===== src/rtl/adc_scan_pkg.sv =====
package adc_scan_pkg;

  typedef enum logic [1:0] {
    ST_IDLE  = 2'd0,
    ST_LOAD  = 2'd1,
    ST_SHIFT = 2'd2,
    ST_GAP   = 2'd3
  } frame_state_t;

  localparam int HI_CNT_W = 16;

endpackage


===== src/rtl/adc_scan_tick.sv =====
module adc_scan_tick #(
  parameter int DIV = 4
) (
  input  logic clk,
  input  logic rst,
  input  logic run,
  output logic tick
);
  localparam int CW = (DIV > 1) ? $clog2(DIV) : 1;
  localparam logic [CW-1:0] LAST = CW'(DIV - 1);

  logic [CW-1:0] cnt;

  always_ff @(posedge clk) begin
    if (rst || !run)       cnt <= '0;
    else if (cnt == LAST)  cnt <= '0;
    else                   cnt <= cnt + 1'b1;
  end

  assign tick = run && (cnt == LAST);
endmodule


===== src/rtl/adc_scan_sched.sv =====
module adc_scan_sched #(
  parameter int NUM_CH = 8,
  parameter int CH_W   = 3
) (
  input  logic              clk,
  input  logic              rst,
  input  logic [NUM_CH-1:0] mask,
  input  logic              advance,
  output logic [CH_W-1:0]   req_chan
);
  localparam logic [CH_W-1:0] TOP_CH = CH_W'(NUM_CH - 1);

  logic [CH_W-1:0] ptr;
  logic [CH_W-1:0] pick;
  logic [CH_W-1:0] cand;
  logic            found;

  // search upward from ptr with wrap; first set mask bit wins
  always_comb begin
    found = 1'b0;
    pick  = ptr;
    cand  = '0;
    for (int k = 0; k < NUM_CH; k++) begin
      cand = CH_W'((int'(ptr) + k) % NUM_CH);
      if (!found && mask[cand]) begin
        found = 1'b1;
        pick  = cand;
      end
    end
  end

  always_ff @(posedge clk) begin
    if (rst) begin
      ptr      <= '0;
      req_chan <= '0;
    end else if (advance) begin
      req_chan <= pick;
      ptr      <= (pick == TOP_CH) ? '0 : pick + 1'b1;
    end
  end

  logic [NUM_CH-1:0] mask_d;
  always_ff @(posedge clk) mask_d <= mask;


  scan_pick_chk: assert property (@(posedge clk) disable iff (rst)
    (advance && (|mask)) |=> mask_d[req_chan]);
endmodule


===== src/rtl/adc_scan_frame.sv =====
module adc_scan_frame
  import adc_scan_pkg::*;
#(
  parameter int DIV        = 4,
  parameter int FRAME_BITS = 16,
  parameter int CMD_BITS   = 8,
  parameter int DATA_BITS  = 12
) (
  input  logic                 clk,
  input  logic                 rst,
  input  logic                 go,
  input  logic [CMD_BITS-1:0]  cmd,
  input  logic                 miso,
  output logic                 load,
  output logic                 done,
  output logic [DATA_BITS-1:0] rx,
  output logic                 cs_n,
  output logic                 sclk,
  output logic                 mosi
);
  localparam int CNT_W = $clog2(FRAME_BITS + 1);
  localparam logic [CNT_W-1:0] LAST_BIT = CNT_W'(FRAME_BITS);

  frame_state_t        state;
  logic [CNT_W-1:0]    bitcnt;
  logic [CMD_BITS-1:0] tx;
  logic                gap_half;
  logic                tick;
  logic                run;

  assign run  = (state == ST_SHIFT) || (state == ST_GAP);
  assign load = (state == ST_IDLE) && go;

  adc_scan_tick #(.DIV(DIV)) u_tick (
    .clk  (clk),
    .rst  (rst),
    .run  (run),
    .tick (tick)
  );

  always_ff @(posedge clk) begin
    if (rst) begin
      state    <= ST_IDLE;
      cs_n     <= 1'b1;
      sclk     <= 1'b1;
      mosi     <= 1'b0;
      done     <= 1'b0;
      bitcnt   <= '0;
      tx       <= '0;
      rx       <= '0;
      gap_half <= 1'b0;
    end else begin
      done <= 1'b0;
      case (state)
        ST_IDLE: begin
          if (go) state <= ST_LOAD;
        end
        ST_LOAD: begin
          tx     <= cmd;
          cs_n   <= 1'b0;
          sclk   <= 1'b1;
          mosi   <= cmd[CMD_BITS-1];
          bitcnt <= '0;
          state  <= ST_SHIFT;
        end
        ST_SHIFT: begin
          if (tick) begin
            if (sclk) begin
              if (bitcnt == LAST_BIT) begin
                cs_n     <= 1'b1;
                mosi     <= 1'b0;
                done     <= 1'b1;
                gap_half <= 1'b0;
                state    <= ST_GAP;
              end else begin
                sclk <= 1'b0;
                if (bitcnt != '0) begin
                  mosi <= tx[CMD_BITS-2];
                  tx   <= {tx[CMD_BITS-2:0], 1'b0};
                end
              end
            end else begin
              sclk   <= 1'b1;
              rx     <= {rx[DATA_BITS-2:0], miso};
              bitcnt <= bitcnt + 1'b1;
            end
          end
        end
        ST_GAP: begin
          if (tick) begin
            gap_half <= 1'b1;
            if (gap_half) state <= ST_IDLE;
          end
        end
        default: state <= ST_IDLE;
      endcase
    end
  end

  // ---------------- checks ----------------
  logic                sclk_d;
  logic [CNT_W:0]      rise_cnt;
  logic [HI_CNT_W-1:0] hi_cnt;

  always_ff @(posedge clk) begin
    if (rst) begin
      sclk_d   <= 1'b1;
      rise_cnt <= '0;
      hi_cnt   <= '1;
    end else begin
      sclk_d <= sclk;
      if (cs_n)                rise_cnt <= '0;
      else if (sclk && !sclk_d) rise_cnt <= rise_cnt + 1'b1;
      if (!cs_n)             hi_cnt <= '0;
      else if (hi_cnt != '1) hi_cnt <= hi_cnt + 1'b1;
    end
  end


  frame_len_chk: assert property (@(posedge clk) disable iff (rst)
    $rose(cs_n) |-> (rise_cnt == (CNT_W+1)'(FRAME_BITS)));


  mosi_setup_chk: assert property (@(posedge clk) disable iff (rst)
    $rose(sclk) |-> $stable(mosi));


  idle_lines_chk: assert property (@(posedge clk) disable iff (rst)
    cs_n |-> (sclk && !mosi));


  cs_gap_chk: assert property (@(posedge clk) disable iff (rst)
    $fell(cs_n) |-> (hi_cnt >= HI_CNT_W'(2 * DIV)));


  done_pulse_chk: assert property (@(posedge clk) disable iff (rst)
    done |=> !done);
endmodule


===== src/rtl/adc_scan_ctrl.sv =====
module adc_scan_ctrl #(
  parameter int CLK_DIV    = 4,
  parameter int NUM_CH     = 8,
  parameter int FRAME_BITS = 16,
  parameter int CMD_BITS   = 8,
  parameter int DATA_BITS  = 12
) (
  input  logic                      clk,
  input  logic                      rst,
  input  logic                      enable,
  input  logic [NUM_CH-1:0]         chan_mask,
  input  logic                      ref_ext,
  input  logic [1:0]                pwr_mode,
  output logic                      result_valid,
  output logic [DATA_BITS-1:0]      result_data,
  output logic [$clog2(NUM_CH)-1:0] result_chan,
  output logic                      adc_cs_n,
  output logic                      adc_sclk,
  output logic                      adc_mosi,
  input  logic                      adc_miso
);
  localparam int CH_W  = $clog2(NUM_CH);
  localparam int PAD_W = CMD_BITS - 3 - CH_W;

  logic                 go;
  logic                 load;
  logic                 done;
  logic [DATA_BITS-1:0] rx;
  logic [CH_W-1:0]      req_chan;
  logic [CH_W-1:0]      conv_chan;
  logic                 ref_q;
  logic [1:0]           pm_q;
  logic [CMD_BITS-1:0]  cmd;

  assign go  = enable && (|chan_mask);
  assign cmd = {{PAD_W{1'b0}}, req_chan, ref_q, pm_q};

  adc_scan_sched #(.NUM_CH(NUM_CH), .CH_W(CH_W)) u_sched (
    .clk      (clk),
    .rst      (rst),
    .mask     (chan_mask),
    .advance  (load),
    .req_chan (req_chan)
  );

  adc_scan_frame #(
    .DIV        (CLK_DIV),
    .FRAME_BITS (FRAME_BITS),
    .CMD_BITS   (CMD_BITS),
    .DATA_BITS  (DATA_BITS)
  ) u_frame (
    .clk  (clk),
    .rst  (rst),
    .go   (go),
    .cmd  (cmd),
    .miso (adc_miso),
    .load (load),
    .done (done),
    .rx   (rx),
    .cs_n (adc_cs_n),
    .sclk (adc_sclk),
    .mosi (adc_mosi)
  );

  always_ff @(posedge clk) begin
    if (rst) begin
      ref_q        <= 1'b0;
      pm_q         <= 2'b00;
      conv_chan    <= '0;
      result_valid <= 1'b0;
      result_data  <= '0;
      result_chan  <= '0;
    end else begin
      result_valid <= 1'b0;
      if (load) begin
        ref_q <= ref_ext;
        pm_q  <= pwr_mode;
      end
      if (done) begin
        result_valid <= 1'b1;
        result_data  <= rx;
        result_chan  <= conv_chan;
        conv_chan    <= req_chan;
      end
    end
  end


  idle_hold_chk: assert property (@(posedge clk) disable iff (rst)
    (adc_cs_n && !go) |=> adc_cs_n);


  valid_pulse_chk: assert property (@(posedge clk) disable iff (rst)
    result_valid |=> !result_valid);
endmodule


===== config.mk =====
export PLATFORM = sky130hd
export DESIGN_NAME = adc_scan_ctrl
export DESIGN_NICKNAME = d
export VERILOG_FILES = /design/src/rtl/adc_scan_pkg.sv /design/src/rtl/adc_scan_tick.sv /design/src/rtl/adc_scan_sched.sv /design/src/rtl/adc_scan_frame.sv /design/src/rtl/adc_scan_ctrl.sv
export SDC_FILE = /design/constraint.sdc
export NUM_CORES = 1
export LEC_CHECK = 0
export CORE_MARGIN = 4
export CORE_UTILIZATION = 39
export CTS_CLUSTER_SIZE = 20
export DETAILED_ROUTE_END_ITERATION = 8
export GPL_TIMING_DRIVEN = 0
export HOLD_SLACK_MARGIN = 0.02
export PLACE_DENSITY = 0.63
export SYNTH_ARGS = -nofsm -noshare
export SYNTH_HDL_FRONTEND = slang
export SYNTH_SLANG_ARGS = --single-unit

===== constraint.sdc =====
create_clock -name clk -period 6.4 [get_ports clk]
set_input_delay 1.28 -clock clk [delete_from_list [all_inputs] [get_ports clk]]
set_output_delay 1.28 -clock clk [all_outputs]
set_load 0.02 [all_outputs]

==> results.toml <==
[run_status]
outcome = "complete, no violations"

[floorplanning]
die-area_um2 = 10300
die_w_um = 102
die_y_um = 102
initial_core_util_pct = 40.8
rows = 33
ios = 34
coreArea_um2 = 8380

[place]
place_congestion = 0.819
placedCellCount = 520
dp_hpwl_um = 5680
io_buffers = 32

[clock_network]
cts-buffers-inserted = 9
cts.clk_slew.worst_paths_ns = 0.07
cts_hold_buf = 0
clock-root-buffer = "clkbuf_8"
cts_tree = "built"
cts_resized = 0
clock_latency_ns = 0.33
clockBufferDepth = 2
htreeDepth = 3
cts_setup_buffers = 0
numClockSinks = 61

[logic_synthesis]
synthArstFlopShare_pct = 0
syn_area_per_cell_um2 = 8.93
netlist_instances = 383
syn_nets = 408
synth_area_um2 = 3420
ys_types = 60
synth_edf_count = 0
synth_top_area_share_pct = 35.7
synth_top_area_cell = "dfxtp_1"
ys.flop_type = "dfxtp_1"
ys_seq_area_share_pct = 35.7
ys_warn_count = 0
ys_seq_elements = 61
synthTopCellsByArea = "dfxtp_1, mux2i_1, nor2_1"

[global_route]
grt_util_all_layers_pct = 16.2
grt_pass1_vias = 2812
grt_pass1_wl_um = 13400
antenna_found_initial = 0
grt_overflow = 0
grt_max_degree = 11

[power_and_ir_drop]
leakage_uw = 0.00146
power.sequential.fraction_pct = 27.3
power_frac_comb_pct = 52.5
peakVddDrop_mv = 0.150
switchingPower_uw = 674
cell_internal_pwr_uw = 973
power_density_nw_per_um2 = 405
p_sw_share_pct = 40.9
clockPowerShare_pct = 20.2

[sta]
grt_setup_unrepaired = "no"
slew_violations = 0
skew_ns = 0.00716
setup_viol = 0
worstMarginPinSlew_ns = 0.700
max_freq_mhz = 230
finalCritPeriodShare_pct = 67.9
setup_tns_ns = 0
fin_crit_ns = 4.34
hold_viol_final = 0
relSlewSlack_pct = 53.3

[routing]
drc = 0
dr_wl_met3_um = 317
routed_via_density = 5.43
highest_layer = "met4"
wl_met2_um = 3650
drtPass1Iterations = 4
dr_total_vias = 2910
drt_wl_total_um = 7680
drtIter0Drc = 139
routedWlPerCell_um = 14.3
wl_met1_um = 3590
ant_nets = 0

[cells_and_area]
layout-drive-gt1-share_pct = 9.74
diodes = 0
mostFrequentLayoutCells = "dfxtp_1, nor2_1, nand2_1"
layoutNonFillerInstCount = 536
nets = 451
final_common_cell = "dfxtp_1"
syn_to_final_growth_pct = 18.8

[worst_setup_path]
crit_type = "primary input to flip-flop"
cp_top_family = "compound AO/OA/AOI/OAI gates"
max_stage_delay_ns = 0.65
cp.buffers_inverters = 1
crit_required_ns = 6.62
crit_slowest_cell = "mux4_1"
crit_path_end_kind = "flip-flop"
cp_common_cell = "a21oi_1"
reg2reg_from = "u_sched.ptr[1]"
reg2reg_depth = 13
worstPathMaxFanout = 8
r2r-end = "u_sched.ptr[2]"
cp-start-kind = "primary input"
cp_cell_sequence = "clkdlybuf4s50_1, mux4_1, mux2_2, a21oi_1, a21oi_1, a211oi_1, a221oi_1, nor2b_1, nor2_1, ha_1, and4bb_1, a311o_1"
rrSetupSlack_ns = 2.24
cp_data_arrival_time_ns = 4.57

[worst_hold_path]
hp-class = "flip-flop to flip-flop"
whs_path_depth = 1
worstHoldEndpoint = "u_frame.u_tick.cnt[0]"
hp-start = "u_frame.u_tick.cnt[0]"

[flow_run]
drv_cap = 0
## Yosys cell counts (4+ instances only)
cell type   n
buf_2       4
mux2i_1    37
nand2b_1    5
nor2b_1     9
and3_1      4
a21oi_1    27
nand2_1    43
clkbuf_1   16
nor4_1      5
xor2_1      5
a211oi_1    4
ha_1       10
inv_1      13
o21ai_0     5
dfxtp_1    61
nor2_1     55
nand3_1     5
mux4_2      7
## registers in the layout, indices dropped and copies added, names as in the netlist
signal / flops
conv_chan: 3
pm_q: 2
ref_q: 1
result_chan: 3
result_data: 12
result_valid: 1
u_frame.bitcnt: 5
u_frame.cs_n: 1
u_frame.done: 1
u_frame.gap_half: 1
u_frame.mosi: 1
u_frame.rx: 12
u_frame.sclk: 1
u_frame.state: 2
u_frame.tx: 7
u_frame.u_tick.cnt: 2
u_sched.ptr: 3
u_sched.req_chan: 3
## kinds of logic (layout without fill, tap and decap cells)
logic type,Yosys count,count (layout),share of synthesized area (%)
AND/OR/NAND/NOR,144,144,19.3
adder cells (fa/ha/maj),10,10,3.66
flip-flops,61,61,35.7
XOR/XNOR,7,7,1.79
buffers and inverters,35,83,4.43
multiplexers,53,53,19.8
AO/OA/AOI/OAI,73,73,15.3
## through the flow
step	hold WS, ns	utilization, %	power [uW]	setup WS [ns]	instance area [um^2]
final	0.431	48.5	1650	2.06	4060
after detailed placement	0.422	46.2	1310	1.77	3870
after global placement	0.419	46.2	1300	1.81	3870
after global routing	0.447	48.5	1780	1.87	4060
after CTS	0.436	48.5	1650	2.12	4060
after floorplan	0.407	-	1140	2.69	3420
## layer usage
metal,track usage (%),vias up
li1,-,1457
met4,5.32,0
met5,0,-
met1,21.5,1385
met2,25.8,56
met3,3.99,12
## cell type report
class	count	area (um^2)
fill	814	4320
multi-input combinational	287	2050
sequential	61	1220
timing repair buffer	32	320
clock buffer	11	141
tap	105	131
buffer	22	103
clock inverter	5	50.0
inverter	13	48.8
## worst reg2reg max path: stages, from the launching register on
cell	delay, ns
dfxtp_1	0.44
buf_2	0.32
inv_1	0.18
ha_1	0.46
buf_6	0.19
mux2i_1	0.31
mux2i_1	0.12
o221ai_1	0.52
o21ai_0	0.25
a41o_1	0.29
a211oi_2	0.34
ha_1	0.25
nor4_1	0.06
a311o_1	0.31
## worst max path at each step
stage	depth (start not counted)	end	slack [ns]	startpoint
after global routing	12	u_sched.ptr[2]	1.87	chan_mask[7]
after global placement	12	u_sched.ptr[2]	1.81	chan_mask[2]
after detailed placement	12	u_sched.ptr[2]	1.77	chan_mask[7]
final	12	u_sched.ptr[2]	2.06	chan_mask[7]
after floorplan	11	u_sched.ptr[2]	2.69	chan_mask[7]
after CTS	12	u_sched.ptr[2]	2.12	chan_mask[7]
## power by group through the flow
stage / clock network, uW / logic (uW) / registers (uW)
after CTS: 342 / 862 / 449
after floorplan: 0 / 691 / 451
final: 332 / 865 / 449
after global placement: 0 / 845 / 457
after global routing: 360 / 967 / 454
after detailed placement: 0 / 857 / 457
No activity file was read; power rests on OpenSTA's default activity.
